File: config.mk
export PLATFORM = sky130hd
export DESIGN_NAME = psw_divider
export DESIGN_NICKNAME = d
export VERILOG_FILES = /design/src/rtl/psw_pkg.sv /design/src/rtl/psw_prescaler.sv /design/src/rtl/psw_swallow.sv /design/src/rtl/psw_refdiv.sv /design/src/rtl/psw_divider.sv
export SDC_FILE = /design/constraint.sdc
export NUM_CORES = 1
export LEC_CHECK = 0
export BUFFER_PORTS_ARGS = -buffer_cell sky130_fd_sc_hd__buf_2
export CORE_UTILIZATION = 45
export DETAILED_ROUTE_END_ITERATION = 8
export PLACE_DENSITY_LB_ADDON = 0.1
export SYNTH_ARGS = -nofsm -noshare
export SYNTH_HDL_FRONTEND = slang
export SYNTH_SLANG_ARGS = --single-unit
File: constraint.sdc
create_clock -name clk -period 4.6 [get_ports clk]
set_input_delay 0.69 -clock clk [delete_from_list [all_inputs] [get_ports clk]]
set_output_delay 0.69 -clock clk [all_outputs]
set_load 0.01 [all_outputs]
File: src/rtl/psw_pkg.sv
package psw_pkg;

    localparam int N_W       = 11;
    localparam int A_W       = 7;
    localparam int R_W       = 14;
    localparam int RATIO_MIN = 5;

    typedef struct packed {
        logic           sw;
        logic [A_W-1:0] a;
        logic [N_W-1:0] n;
    } fb_cfg_t;

    function automatic logic [N_W-1:0] n_fix(input logic [N_W-1:0] n);
        return (n < N_W'(RATIO_MIN)) ? N_W'(RATIO_MIN) : n;
    endfunction

    function automatic fb_cfg_t fb_fix(input logic sw,
                                       input logic [N_W-1:0] n,
                                       input logic [A_W-1:0] a);
        fb_cfg_t        c;
        logic [N_W-1:0] nn;
        logic [N_W-1:0] aw;
        nn   = n_fix(n);
        aw   = {{(N_W-A_W){1'b0}}, a};
        c.sw = sw;
        c.n  = nn;
        c.a  = (aw >= nn) ? A_W'(nn - N_W'(1)) : a;
        return c;
    endfunction

    function automatic logic fb_bad(input logic [N_W-1:0] n,
                                    input logic [A_W-1:0] a);
        logic [N_W-1:0] aw;
        aw = {{(N_W-A_W){1'b0}}, a};
        return (n < N_W'(RATIO_MIN)) || (aw >= n_fix(n));
    endfunction

    function automatic logic [R_W-1:0] r_fix(input logic [R_W-1:0] r);
        return (r < R_W'(RATIO_MIN)) ? R_W'(RATIO_MIN) : r;
    endfunction

endpackage

File: src/rtl/psw_prescaler.sv
module psw_prescaler
    import psw_pkg::*;
#(
    parameter int RF_SIDE = 0
) (
    input  logic clk,
    input  logic rst,
    input  logic step,
    input  logic sw,
    input  logic plus1,
    output logic wrap
);
    localparam int P_SW1 = (RF_SIDE != 0) ? 64 : 16;
    localparam int P_SW0 = 2 * P_SW1;
    localparam int CW    = $clog2(P_SW0 + 1);

    logic [CW-1:0] cnt;
    logic [CW-1:0] last;

    always_comb begin
        last = sw ? CW'(P_SW1 - 1) : CW'(P_SW0 - 1);
        if (plus1) last = last + CW'(1);
    end

    assign wrap = step && (cnt == last);

    always_ff @(posedge clk) begin
        if (rst) begin
            cnt <= '0;
        end else if (step) begin
            if (cnt == last) cnt <= '0;
            else             cnt <= cnt + CW'(1);
        end
    end
endmodule

File: src/rtl/psw_swallow.sv
module psw_swallow
    import psw_pkg::*;
#(
    parameter int RST_N  = 8,
    parameter int RST_A  = 0,
    parameter int RST_SW = 1
) (
    input  logic    clk,
    input  logic    rst,
    input  logic    pre_wrap,
    input  logic    ld,
    input  fb_cfg_t ld_cfg,
    output logic    fp,
    output logic    plus1,
    output logic    sw_act
);
    fb_cfg_t        act;
    fb_cfg_t        pend;
    fb_cfg_t        nxt;
    logic           pend_v;
    logic [N_W-1:0] n_left;
    logic [A_W-1:0] a_left;
    logic           term;

    assign term   = pre_wrap && (n_left == N_W'(1));
    assign nxt    = pend_v ? pend : act;
    assign plus1  = (a_left != '0);
    assign sw_act = act.sw;

    always_ff @(posedge clk) begin
        if (rst) begin
            act.sw <= 1'(RST_SW);
            act.n  <= N_W'(RST_N);
            act.a  <= A_W'(RST_A);
            pend   <= '0;
            pend_v <= 1'b0;
            n_left <= N_W'(RST_N);
            a_left <= A_W'(RST_A);
            fp     <= 1'b0;
        end else begin
            if (ld) begin
                pend   <= ld_cfg;
                pend_v <= 1'b1;
            end else if (term) begin
                pend_v <= 1'b0;
            end
            if (term) begin
                act    <= nxt;
                n_left <= nxt.n;
                a_left <= nxt.a;
            end else if (pre_wrap) begin
                n_left <= n_left - N_W'(1);
                if (a_left != '0) a_left <= a_left - A_W'(1);
            end
            fp <= term;
        end
    end
endmodule

File: src/rtl/psw_refdiv.sv
module psw_refdiv
    import psw_pkg::*;
#(
    parameter int RST_R = 10
) (
    input  logic           clk,
    input  logic           rst,
    input  logic           step,
    input  logic           ld,
    input  logic [R_W-1:0] ld_r,
    output logic           fr
);
    logic [R_W-1:0] r_act;
    logic [R_W-1:0] r_pend;
    logic           pend_v;
    logic [R_W-1:0] r_left;
    logic [R_W-1:0] r_nxt;
    logic           term;

    assign term  = step && (r_left == R_W'(1));
    assign r_nxt = pend_v ? r_pend : r_act;

    always_ff @(posedge clk) begin
        if (rst) begin
            r_act  <= R_W'(RST_R);
            r_pend <= '0;
            pend_v <= 1'b0;
            r_left <= R_W'(RST_R);
            fr     <= 1'b0;
        end else begin
            if (ld) begin
                r_pend <= ld_r;
                pend_v <= 1'b1;
            end else if (term) begin
                pend_v <= 1'b0;
            end
            if (term) begin
                r_act  <= r_nxt;
                r_left <= r_nxt;
            end else if (step) begin
                r_left <= r_left - R_W'(1);
            end
            fr <= term;
        end
    end
endmodule

File: src/rtl/psw_divider.sv
module psw_divider
    import psw_pkg::*;
#(
    parameter int RF_SIDE = 0,
    parameter int RST_N   = 8,
    parameter int RST_A   = 0,
    parameter int RST_SW  = 1,
    parameter int RST_R   = 10
) (
    input  logic           clk,
    input  logic           rst,
    input  logic           vco_tick,
    input  logic           ref_tick,
    input  logic           save,
    input  logic           ld_fb,
    input  logic           cfg_sw,
    input  logic [N_W-1:0] cfg_n,
    input  logic [A_W-1:0] cfg_a,
    input  logic           ld_ref,
    input  logic [R_W-1:0] cfg_r,
    output logic           fp_pulse,
    output logic           fr_pulse,
    output logic           dual_hi,
    output logic           ratio_clamped
);
    logic    fb_step;
    logic    ref_step;
    logic    pre_wrap;
    logic    sw_act;
    fb_cfg_t fb_new;
    logic    fb_rep;
    logic    r_rep;

    assign fb_step  = vco_tick && !save;
    assign ref_step = ref_tick && !save;
    assign fb_new   = fb_fix(cfg_sw, cfg_n, cfg_a);
    assign fb_rep   = fb_bad(cfg_n, cfg_a);
    assign r_rep    = (cfg_r < R_W'(RATIO_MIN));

    always_ff @(posedge clk) begin
        if (rst) ratio_clamped <= 1'b0;
        else     ratio_clamped <= (ld_fb && fb_rep) || (ld_ref && r_rep);
    end

    psw_prescaler #(.RF_SIDE(RF_SIDE)) u_pre (
        .clk   (clk),
        .rst   (rst),
        .step  (fb_step),
        .sw    (sw_act),
        .plus1 (dual_hi),
        .wrap  (pre_wrap)
    );

    psw_swallow #(.RST_N(RST_N), .RST_A(RST_A), .RST_SW(RST_SW)) u_swl (
        .clk      (clk),
        .rst      (rst),
        .pre_wrap (pre_wrap),
        .ld       (ld_fb),
        .ld_cfg   (fb_new),
        .fp       (fp_pulse),
        .plus1    (dual_hi),
        .sw_act   (sw_act)
    );

    psw_refdiv #(.RST_R(RST_R)) u_ref (
        .clk  (clk),
        .rst  (rst),
        .step (ref_step),
        .ld   (ld_ref),
        .ld_r (r_fix(cfg_r)),
        .fr   (fr_pulse)
    );
endmodule

==> run_results.csv <==
group,metric,value,unit
routing,final_antenna_net_count,0,
routing,drt_iter0_markers,326,
critical_path,timing.rr.start,"u_swl.a_left[0]$_SDFFE_PP0P_",
global_routing,gr-total-overflow,0,
critical_path,startpoint_type,"register",
timing,slew_viol_final,0,
clock_network,postCtsSetupBuffers,0,
logic_synthesis,synthSimpleGateAreaFrac,20.7,%
critical_path,crit_type,"register to register",
logic_synthesis,synth_cells,648,
timing,timing.setup.tns,0,ns
logic_synthesis,ys.flop_type,"dfxtp_1",
clock_network,tritoncts.num_buffers,9,
power,power.density,394,nW/µm²
routing,dr.pass1.iters,4,
layout,antenna_cells,0,
routing,dr_total_vias,4747,
logic_synthesis,syn_nets,703,
critical_path,critical_path_arrival,3.52,ns
die,core-area,12000,µm²
layout,layout-drive-gt1-share,11.6,%
logic_synthesis,ys_types,64,
die,die_h,113,µm
clock_network,cts_buffer_depth,2,
placed_design,port_buffers,43,
logic_synthesis,ys_ff_latch,109,
global_routing,grt_pass1_wl,22.0,mm
critical_path,ff2ff_setup_slack,1.33,ns
logic_synthesis,synth-seq-area-share,39.5,%
logic_synthesis,syn_area_per_cell,8.53,µm²
timing,relSlewSlack,32.8,%
critical_path,path_max_fanout,26,
critical_path,reg2reg_to,"u_swl.a_left[0]$_SDFFE_PP0P_",
critical_path,worstSetupStartpoint,"u_swl.a_left[0]$_SDFFE_PP0P_",
clock_network,cts_tree,"yes",
placed_design,dp_hpwl,9.46,mm
logic_synthesis,synth.cell_area,5530,µm²
layout,syn_to_final_growth,10.1,%
power,peakVddDrop,0.000271,V
clock_network,cts_sinks,109,
critical_path,end_kind,"register",
logic_synthesis,yosysTopAreaCellShare,39.5,%
critical_path,crit_required,4.85,ns
logic_synthesis,synthAdderAreaFrac,3.40,%
logic_synthesis,muxShareOfSynthArea,10.4,%
timing,skew,0.0133,ns
die,num_io_pins,44,
hold_path,hp-class,"register to register",
critical_path,r2r_cells,10,
timing,tightest_slew,1.01,ns
layout,instances_no_fill,818,
routing,route.detailed.drc,0,
clock_network,clk_pin_slew,0.08,ns
die,initial_core_util,46.0,%
logic_synthesis,synth_warnings,0,
run_status,status,"finished clean",
die,dieArea,12700,µm²
layout,mostFrequentLayoutCells,"109 x dfxtp_1, 73 x nor2_1, 53 x mux2i_1",
timing,rsz0062_at_grt,"false",
logic_synthesis,synth_compound_area_share,19.6,%
timing,hold_viol_final,0,
routing,via_per_inst,5.80,
logic_synthesis,yosysTopAreaCell,"dfxtp_1",
logic_synthesis,synthXorXnorAreaFrac,1.90,%
global_routing,grt_start_max_net_pins,57,
power,cellLeakagePower,0.00240,µW
global_routing,antenna_found_initial,0,
timing,setup_viol,0,
logic_synthesis,synth_area_leaders,"dfxtp_1 39%, mux2i_1 9.6%, nor2_1 5.0%, a21oi_1 4.3%, ha_1 3.4%",
layout,n_fill_cell,1174,
die,die_w,113,µm
placed_design,place_congestion,0.869,
logic_synthesis,synth_top_family_by_area,"simple AND/OR/NAND/NOR gates",
routing,wirelength,13.2,mm
clock_network,post_cts_resized,0,
timing,finalCritPeriodShare,71.1,%
flow_run,cap_violations,0,
routing,wl_per_cell,16.1,µm
timing,timing.final.crit_period,3.27,ns
placed_design,place_inst,802,
timing,max_freq,306,MHz
logic_synthesis,synth-edff-count,0,
layout,layout_commonest_cell,"dfxtp_1",
die,rows,40,
global_routing,grt_pass1_vias,4415,
clock_network,h-tree-depth,3,
critical_path,endpoint,"u_swl.a_left[0]$_SDFFE_PP0P_",
clock_network,root_buffer,"clkbuf_16",
logic_synthesis,synthArstFlopShare,0,%
clock_network,clk_latency,0.36,ns
clock_network,hold_buffers,0,
global_routing,grt_usage,21.6,%
layout,fin_nets,721,
layout,final_util,50.6,%
-- worst min path at each step --
stage | start | endpoint | slack, ns | cells after the start
floorplan | u_swl.act[14]$_SDFFE_PP0P_ | u_swl.act[14]$_SDFFE_PP0P_ | 0.43 | 2
global placement | u_swl.act[15]$_SDFFE_PP0P_ | u_swl.act[15]$_SDFFE_PP0P_ | 0.44 | 2
detailed placement | u_swl.act[16]$_SDFFE_PP0P_ | u_swl.act[16]$_SDFFE_PP0P_ | 0.44 | 2
CTS | u_swl.act[16]$_SDFFE_PP0P_ | u_swl.act[16]$_SDFFE_PP0P_ | 0.45 | 2
global route | u_swl.act[15]$_SDFFE_PP0P_ | u_swl.act[15]$_SDFFE_PP0P_ | 0.47 | 2
finish | u_swl.act[16]$_SDFFE_PP0P_ | u_swl.act[16]$_SDFFE_PP0P_ | 0.45 | 2
-- worst max-delay path, cell delays in order, from the launching register on --
cell,delay [ns]
dfxtp_1,0.33
inv_1,0.07
ha_1,0.22
nor4b_1,0.35
nand2_1,0.14
ha_1,0.30
xnor2_1,0.17
and3_1,0.46
o211a_1,0.75
a21oi_1,0.21
o31a_1,0.16
-- registers in the layout (all words and copies together), names as in the netlist, 6 cells and up --
register / cells
u_swl.a_left: 7
u_swl.pend: 19
u_ref.r_act: 14
u_ref.r_pend: 14
u_ref.r_left: 14
u_pre.cnt: 6
u_swl.act: 18
u_swl.n_left: 11
-- final cells by class --
class | count | area (µm²) | area share [%]
tap | 147 | 184 | 3.02
timing repair buffer | 48 | 253 | 4.15
multi-input combinational | 479 | 3090 | 50.8
clock inverter | 7 | 76.3 | 1.25
sequential | 109 | 2180 | 35.9
clock buffer | 9 | 225 | 3.70
inverter | 19 | 71.3 | 1.17
-- power by group --
group          internal [µW]  total [µW]  switching (µW)
combinational            224         561             337
sequential               993        1050            62.1
clock                    386         779             393
-- through the flow --
stage                     total power [µW]  area [µm²]  hold slack [ns]  worst slack (ns)
after global routing                  2520        6080            0.472              1.01
after global placement                1620        5780            0.437              1.05
after floorplan                       1490        5530            0.432              1.52
final                                 2390        6080            0.451              1.33
after CTS                             2410        6080            0.454              1.33
after detailed placement              1630        5780            0.443              1.01
-- cell usage after synthesis (5+ instances only) --
cell / count
nand2_1: 42
clkbuf_1: 28
a31oi_1: 7
nor3_1: 18
o21a_1: 6
or3_1: 5
or4_1: 6
inv_1: 18
nor2b_1: 8
ha_1: 15
o31ai_1: 7
o41ai_1: 5
buf_2: 6
nand4_1: 12
a211oi_1: 20
xor2_1: 8
o21ai_0: 31
a21oi_1: 47
nor2_1: 73
mux2i_1: 53
o211ai_1: 6
nand3_1: 31
nor4_1: 6
nand2b_1: 6
dfxtp_1: 109
-- layer usage --
layer  GRT usage, %  wire length, µm  vias up
li1               -                -     2407
met1           32.7             7100     2242
met2           31.1             5450       86
met3           4.23              520       12
met4           5.87              130        0
met5              0                0        -
-- cells by family after synthesis --
family                   after synthesis
AND/OR/NAND/NOR                      229
AO/OA/AOI/OAI                        166
flip-flops                           109
buffers and inverters                 60
multiplexers                          57
adder cells (fa/ha/maj)               15
XOR/XNOR                              12
(Power assumes the default switching activity.)
